### src/rtl/sio_status_pkg.sv
// Shared constants for the serial status register: word width, bit
// positions that software decodes, reset value and the mask of
// flags that use the read-then-write-zero clear protocol.
package sio_status_pkg;
    localparam int REG_W  = 8;
    localparam int IRQ_W  = 4;
    localparam int B_TXE  = 7;
    localparam int B_RXF  = 6;
    localparam int B_OVR  = 5;
    localparam int B_FRM  = 4;
    localparam int B_PAR  = 3;
    localparam int B_TXD  = 2;
    localparam int B_MPR  = 1;
    localparam int B_MPS  = 0;
    localparam logic [REG_W-1:0] RESET_VAL = 8'h84;
    localparam logic [REG_W-1:0] CLR_MASK  = 8'hF8;
endpackage

### src/rtl/sio_arm_tracker.sv
// Records, per clearable flag, that the flag read as 1, and turns the
// next write into per-bit clear requests.
// Assumes rd_en and wr_en are single-cycle strobes. When both are high
// in one cycle, the write uses the arms recorded before that cycle.
module sio_arm_tracker #(
    parameter int              W    = 8,
    parameter logic [W-1:0]    MASK = 8'hF8
) (
    input  logic         clk,
    input  logic         rst_n,
    input  logic         rd_en,
    input  logic         wr_en,
    input  logic [W-1:0] wdata,
    input  logic [W-1:0] flags,
    output logic [W-1:0] clr_req
);
    logic [W-1:0] arm_q;

    for (genvar i = 0; i < W; i++) begin : g_arm
        if (MASK[i]) begin : g_live
            // capture on read, drop on write, otherwise hold
            always_ff @(posedge clk) begin
                if (!rst_n)      arm_q[i] <= 1'b0;
                else if (rd_en)  arm_q[i] <= flags[i];
                else if (wr_en)  arm_q[i] <= 1'b0;
            end
            assign clr_req[i] = wr_en & arm_q[i] & ~wdata[i];
        end else begin : g_tied
            assign arm_q[i]   = 1'b0;
            assign clr_req[i] = 1'b0;
        end
    end


    disarm_after_write_chk: assert property (@(posedge clk) disable iff (!rst_n)
        (wr_en && !rd_en) |=> (arm_q == '0));
endmodule

### src/rtl/sio_status_flags.sv
// Holds the eight status bits. It applies the datapath set events, the
// software and DMA clear paths, and the rule that a set beats a clear.
// Assumes all event inputs are single-cycle pulses, except tx_en, which
// is a level.
module sio_status_flags
    import sio_status_pkg::*;
(
    input  logic             clk,
    input  logic             rst_n,
    input  logic             wr_en,
    input  logic [REG_W-1:0] wdata,
    input  logic [REG_W-1:0] clr_req,
    input  logic             tx_en,
    input  logic             tx_load,
    input  logic             tx_last_bit,
    input  logic             rx_done,
    input  logic             rx_stop_bit,
    input  logic             rx_parity_err,
    input  logic             rx_mpb,
    input  logic             dma_tx_write,
    input  logic             dma_rx_read,
    output logic [REG_W-1:0] flags
);
    logic [REG_W-1:0] set_v, clr_v;
    logic             tx_clear;

    // gather the set and clear causes per bit
    always_comb begin
        set_v    = '0;
        clr_v    = '0;
        tx_clear = clr_req[B_TXE] | dma_tx_write;
        set_v[B_TXE] = ~tx_en | tx_load;
        set_v[B_TXD] = ~tx_en | (tx_last_bit & flags[B_TXE]);
        set_v[B_RXF] = rx_done & rx_stop_bit & ~rx_parity_err & ~flags[B_RXF];
        set_v[B_OVR] = rx_done & flags[B_RXF];
        set_v[B_FRM] = rx_done & ~rx_stop_bit;
        set_v[B_PAR] = rx_done & rx_parity_err;
        clr_v[B_TXE] = tx_clear;
        clr_v[B_TXD] = tx_clear;
        clr_v[B_RXF] = clr_req[B_RXF] | dma_rx_read;
        clr_v[B_OVR] = clr_req[B_OVR];
        clr_v[B_FRM] = clr_req[B_FRM];
        clr_v[B_PAR] = clr_req[B_PAR];
    end

    for (genvar i = B_TXD; i < REG_W; i++) begin : g_flag
        // set has priority over clear
        always_ff @(posedge clk) begin
            if (!rst_n)        flags[i] <= RESET_VAL[i];
            else if (set_v[i]) flags[i] <= 1'b1;
            else if (clr_v[i]) flags[i] <= 1'b0;
        end
    end

    // received multiprocessor bit follows each reception
    always_ff @(posedge clk) begin
        if (!rst_n)       flags[B_MPR] <= RESET_VAL[B_MPR];
        else if (rx_done) flags[B_MPR] <= rx_mpb;
    end

    // multiprocessor bit to send is a plain software bit
    always_ff @(posedge clk) begin
        if (!rst_n)      flags[B_MPS] <= RESET_VAL[B_MPS];
        else if (wr_en)  flags[B_MPS] <= wdata[B_MPS];
    end


    tend_rise_cause_chk: assert property (@(posedge clk) disable iff (!rst_n)
        $rose(flags[B_TXD]) |-> $past(!tx_en || (tx_last_bit && flags[B_TXE])));

    ovr_rise_cause_chk: assert property (@(posedge clk) disable iff (!rst_n)
        $rose(flags[B_OVR]) |-> $past(rx_done && flags[B_RXF]));

    frm_fall_cause_chk: assert property (@(posedge clk) disable iff (!rst_n)
        $fell(flags[B_FRM]) |-> $past(wr_en && !wdata[B_FRM]));

    mpr_hold_chk: assert property (@(posedge clk) disable iff (!rst_n)
        !rx_done |=> $stable(flags[B_MPR]));
endmodule

### src/rtl/sio_irq_gen.sv
// Gates the status flags with the per-source enables to form the four
// interrupt requests. Purely combinational. Assumes the enables are
// levels.
module sio_irq_gen
    import sio_status_pkg::*;
(
    input  logic [REG_W-1:0] flags,
    input  logic [IRQ_W-1:0] irq_en,
    output logic [IRQ_W-1:0] irq
);
    // one request per source
    always_comb begin
        irq[0] = flags[B_TXE] & irq_en[0];
        irq[1] = flags[B_RXF] & irq_en[1];
        irq[2] = (flags[B_OVR] | flags[B_FRM] | flags[B_PAR]) & irq_en[2];
        irq[3] = flags[B_TXD] & irq_en[3];
    end
endmodule

### src/rtl/sio_status_reg.sv
// Top of the serial status flag register. It connects the clear-arm
// tracker, the flag store and the interrupt gating. Reads return the
// word with no wait cycle, and a write acts at the next clock edge.
module sio_status_reg
    import sio_status_pkg::*;
(
    input  logic             clk,
    input  logic             rst_n,
    input  logic             rd_en,
    input  logic             wr_en,
    input  logic [REG_W-1:0] wdata,
    output logic [REG_W-1:0] rdata,
    input  logic             tx_en,
    input  logic             tx_load,
    input  logic             tx_last_bit,
    input  logic             rx_done,
    input  logic             rx_stop_bit,
    input  logic             rx_parity_err,
    input  logic             rx_mpb,
    input  logic             dma_tx_write,
    input  logic             dma_rx_read,
    input  logic [IRQ_W-1:0] irq_en,
    output logic             irq_tx,
    output logic             irq_rx,
    output logic             irq_err,
    output logic             irq_tend
);
    logic [REG_W-1:0] flags, clr_req;
    logic [IRQ_W-1:0] irq;

    sio_arm_tracker #(.W(REG_W), .MASK(CLR_MASK)) u_arm (
        .clk(clk), .rst_n(rst_n), .rd_en(rd_en), .wr_en(wr_en),
        .wdata(wdata), .flags(flags), .clr_req(clr_req)
    );

    sio_status_flags u_flags (
        .clk(clk), .rst_n(rst_n), .wr_en(wr_en), .wdata(wdata),
        .clr_req(clr_req), .tx_en(tx_en), .tx_load(tx_load),
        .tx_last_bit(tx_last_bit), .rx_done(rx_done),
        .rx_stop_bit(rx_stop_bit), .rx_parity_err(rx_parity_err),
        .rx_mpb(rx_mpb), .dma_tx_write(dma_tx_write),
        .dma_rx_read(dma_rx_read), .flags(flags)
    );

    sio_irq_gen u_irq (.flags(flags), .irq_en(irq_en), .irq(irq));

    assign rdata    = flags;
    assign irq_tx   = irq[0];
    assign irq_rx   = irq[1];
    assign irq_err  = irq[2];
    assign irq_tend = irq[3];
endmodule

### config.mk
export PLATFORM = sky130hd
export DESIGN_NAME = sio_status_reg
export DESIGN_NICKNAME = d
export VERILOG_FILES = /design/src/rtl/sio_status_pkg.sv /design/src/rtl/sio_arm_tracker.sv /design/src/rtl/sio_status_flags.sv /design/src/rtl/sio_irq_gen.sv /design/src/rtl/sio_status_reg.sv
export SDC_FILE = /design/constraint.sdc
export NUM_CORES = 1
export LEC_CHECK = 0
export BUFFER_PORTS_ARGS = -buffer_cell sky130_fd_sc_hd__clkbuf_2
export CORE_MARGIN = 5
export CORE_UTILIZATION = 35
export DETAILED_ROUTE_END_ITERATION = 16
export PLACE_DENSITY_LB_ADDON = 0.3
export RECOVER_POWER = 25
export SYNTH_ARGS = -nofsm -noshare
export SYNTH_HDL_FRONTEND = slang
export SYNTH_SLANG_ARGS = --single-unit
### constraint.sdc
create_clock -name clk -period 0.9 [get_ports clk]
set_input_delay 0.18 -clock clk [delete_from_list [all_inputs] [get_ports clk]]
set_output_delay 0.18 -clock clk [all_outputs]
set_load 0.005 [all_outputs]
# == Word-level counts from Yosys, hierarchy flattened ==
# Index checks and enable logic that the tools add are counted.
# totals
regBits,13
# classes
n_reduce_logical,7
bitwise,37
muxes,14
# ops
op,count
1-bit bitwise AND,21
1-bit 2-to-1 mux,14
1-bit NOT,10
2-bit nonzero test,5
1-bit bitwise OR,6
2-bit OR reduction,2

# == Longest topological paths before layout ==
# logic_depth
word_depth,5
mapped_depth,3

# == By module ==
# From an unflattened synthesis, not the netlist that was laid out.
# hier_totals
cells_unflattened,68
area_unflattened_um2,619.3
# by_module_without_submodules
mod,cells_each,area_each_um2,instances
sio_status_flags,28,301.5,1
sio_arm_tracker,36,290.3,1
sio_irq_gen,4,27.5,1

# == Worst setup path before layout ==
# No wires, ideal clock.
# synth_path
kind,in2reg
from,in rd_en
to,reg u_arm.arm_q[4]
arrival_ps,802
n_path_buf,1
required_ps,834
stages,3
setup_slack_ps,32
setup_ps,66
path_cell_list,buf_2 > or3b_1 > a21boi_2
# synth_between
elab_chain_cells,1
# synth_lines
item,line,rtl
from (decl),sio_status_reg.sv:9,"input logic rd_en,"
1-bit 2-to-1 mux or 2-bit nonzero test (tied branches),-,
"to (signal, indexed assignment)",sio_arm_tracker.sv:24,else if (rd_en) arm_q[i] <= flags[i];
to (decl),sio_arm_tracker.sv:17,logic [W-1:0] arm_q;
# Several ways; a longest one is shown, not always the timed one.
# A chain may end at the register's enable or synchronous reset.

# == Worst setup path in the final report ==
# layout_path
from,reg u_flags.flags[4]
to,out irq_err
# layout_between
elab_chain_cells,3
# layout_lines
item,line,rtl
from (decl),sio_status_flags.sv:22,output logic [REG_W-1:0] flags
"from (signal, indexed assignment)",sio_status_flags.sv:49,if (!rst_n) flags[i] <= RESET_VAL[i];
1-bit bitwise OR (2 in a row),sio_irq_gen.sv:15,irq[2] = (flags[B_OVR] | flags[B_FRM] | flags[B_PAR]) & irq_en[2];
1-bit bitwise AND,sio_irq_gen.sv:15,
to (decl),sio_status_reg.sv:25,"output logic irq_err,"
# No other way between the ends.

==> summary.md <==
| Metric | Value |
|---|---|
| Clock Latency Late Sink | 270 ps |
| Global-route wire length before repair | between 2000 and 3000 µm |
| Cell total after placement | around 120 |
| Final worst slack | -284 ps |
| Crit path cell chain | o31a_1, buf_2 |
| Ant diodes | 0 |
| Critical path class | flop to output pin |
| Fill count | around 150 |
| Shortest period the worst path allows | about 1200 ps |
| HP Class | input pin to flop |
| First drt pass iteration count | 2 |
| Run status | finished with violations |
| Area Growth Syn to Fin | 62.8% |
| Crit-path slowest cell | dfxtp_2 |
| Drt total wl | roughly 1600 µm |
| Share of the synthesized area in the top cell type | 0.435 |
| CTS tree | yes |
| Routed via count | a little over 600 |
| Worst hold slack | 94.2 ps |
| Final std cells w/o fill | roughly 130 |
| Gr usage total | 0.130 |
| IO Port Bufs | 34 |
| Detail Placement HPWL | 1170 µm |
| Drt initial violations | 3 |
| Max Cap Viol | 0 |
| Leading area contributor after synthesis | dfxtp_1 |
| Syn_area_per_cell | around 9.6 µm² |
| Final Max Tran Viols | 0 |
| Final setup viols | 9 |
| Mapped Cells | between 60 and 70 |
| Initial antenna violation count | 0 |
| Longest Clk Path Bufs | 2 |
| Violated checks | negative setup slack |
| Yosys cell types | 21 |
| Final Hold Vio Count | 0 |
| Root Driver | clkbuf_4 |
| Core box area | between 0.0015 and 0.002 mm² |
| Remaining antenna violation count | 0 |
| Htree depth | 1 |
| Synthesized area | between 500 and 600 µm² |
| Static leakage | around 0.48 nW |
| Vias in the first global route | 614 |
| # rows | 15 |
| Fmax achieved | 844 MHz |
| Share of the yosys chip area belonging to registers | 0.435 |
| Startpoint Class | flop |
| RSZ-0062 raised after global routing | yes |
| Required @ worst endpoint | around 720 ps |
| CP arrival | 1000 ps |
| Chip width | 51.3 µm |
| CTS sink count | 13 |
| Crit-path max FO | 2 |
| Synth top area cells | dfxtp_1 44%, or3b_1 7.3%, and3b_1 5.9% |
| Num ports | 37 |
| GRT overflow | 0 |
| CTS Hold Buffers Added | 0 |
| Total power per unit cell area | 1250 mW/mm² |
| CTS Buf Count | 3 |
| Share of layout cells above drive strength 1 | 0.600 |
| Fin area | approximately 970 µm² |
| CP max stage delay | about 330 ps |
| Initial Util | 0.358 |
| Die area | roughly 0.0026 mm² |
| RePlAce Congestion | about 0.71 |
| Tightest Pin Transition | between 150 and 200 ps |
| Placed Area | 828 µm² |
| Fin crit share | 1.32 |
| IR drop worst, VDD | about 0.69 mV |
| WL/cell | approximately 13 µm |
| Via density | 4.86 |
| Nets | 136 |
| Crit end category | output pin |
| Synth Register Bits | 13 |
| Syn Nets | 87 |
| Max Clock Skew | roughly 5.0 ps |
| Relative slew slack | 0.872 |
| Vertical die dimension | 51.3 µm |
| Worst-path clk slew | 80 ps |
| # DRC | 0 |
| Synth warn | 0 |
| Largest net degree at the start of global routing | 12 |
area by class of cell:
type / instances / area (µm²) / area share
Clock buffer: 4 / 26.3 / 0.0270
Tap cell: 17 / 21.3 / 0.0219
Multi-Input combinational cell: 45 / 338 / 0.347
Sequential cell: 13 / 274 / 0.281
Timing Repair Buffer: 47 / 310 / 0.319
Inverter: 1 / 3.75 / 0.00386
Yosys cell counts (all sizes together):
library cell and number:
o31a 1, and2 3, nand3 2, buf 3, nor2b 2, nand3b 2, o2111ai 2, nor4bb 1
inv 1, nand2 9, or3b 5, a22o 1, o21ai 3, a21boi 5, and3b 5, nand2b 2
mux2i 2, dfxtp 13
critical path, delay by kind of cell, from the launching register on:
family                 cells  cell delay [ps]
buffers and inverters      1              120
AOI/OAI and AO/OA          1              280
DFF                        1              330
placed cells by master (no fill, tap or decap), types with 2 or more instances in the layout:
cell | netlist | layout
clkbuf_2 | 0 | 28
buf_4 | 0 | 10
nand2_1 | 9 | 9
buf_6 | 1 | 8
dfxtp_2 | 0 | 8
or3b_1 | 5 | 4
a21boi_1 | 4 | 4
and3b_1 | 4 | 4
dfxtp_1 | 13 | 4
and2_4 | 0 | 3
clkbuf_4 | 0 | 3
nand3_1 | 2 | 2
nand2b_1 | 2 | 2
o2111ai_1 | 2 | 2
nand3b_1 | 2 | 2
o21ai_0 | 3 | 2
mux2i_1 | 2 | 2
nor2b_1 | 2 | 2
metrics by stage:
step                utilization  worst slack [ps]  TNS (ps)  total power [mW]
global placement          0.496             -40.1      -155             0.820
global route              0.583              -343     -1650              1.30
finish                    0.583              -284     -1020              1.21
detailed placement        0.496             -51.5      -217             0.824
CTS                       0.545              -277     -1170              1.21
floorplan                     -              31.8         0             0.708
power by group:
part	internal (mW)	switching, mW
clock network	0.172	0.183
registers	0.602	0.0150
logic	0.152	0.0883
total	0.926	0.286
per-layer routing:
metal / vias up / track usage / share of wire
li1: 321 / - / -
met3: 2 / 0.0437 / 0.031
met1: 280 / 0.126 / 0.40
met4: 0 / 0.0655 / 0.014
met5: - / 0 / 0
met2: 14 / 0.240 / 0.56
registers in the layout (all words and copies together) (netlist names):
| register | count |
|---|---|
| u_flags.flags | 8 |
| u_arm.arm_q | 5 |
final timing paths:
check	startpoint	to	slack, ps	cells after the start
worst min register to register	u_arm.arm_q[6]$_SDFFE_PN0P_	u_flags.flags[6]$_SDFFE_PN0P_	520	2
worst min-delay path	tx_en	u_flags.flags[7]$_SDFFE_PP1P_	90	2
worst max register to register	u_flags.flags[6]$_SDFFE_PN0P_	u_flags.flags[6]$_SDFFE_PN0P_	-40	3
worst max-delay path	u_flags.flags[4]$_SDFFE_PN0P_	irq_err	-280	2
cell families (layout without fill, tap and decap cells):
logic type / after synthesis / after routing / share of synthesized area
buf+inv: 4 / 52 / 0.0418
mux: 2 / 2 / 0.0335
compound gates: 12 / 12 / 0.153
simple gates: 31 / 31 / 0.337
flops: 13 / 13 / 0.435
repair_timing:
item / CTS / global route
pin swaps: 3 / 6
gates resized for setup: 11 / 16
buffers inserted: 4 / 1
hold endpoints to repair: 0 / 0
endpoints found under the setup margin: 13 / 19
Note: power is estimated with default switching activity, not from simulation.
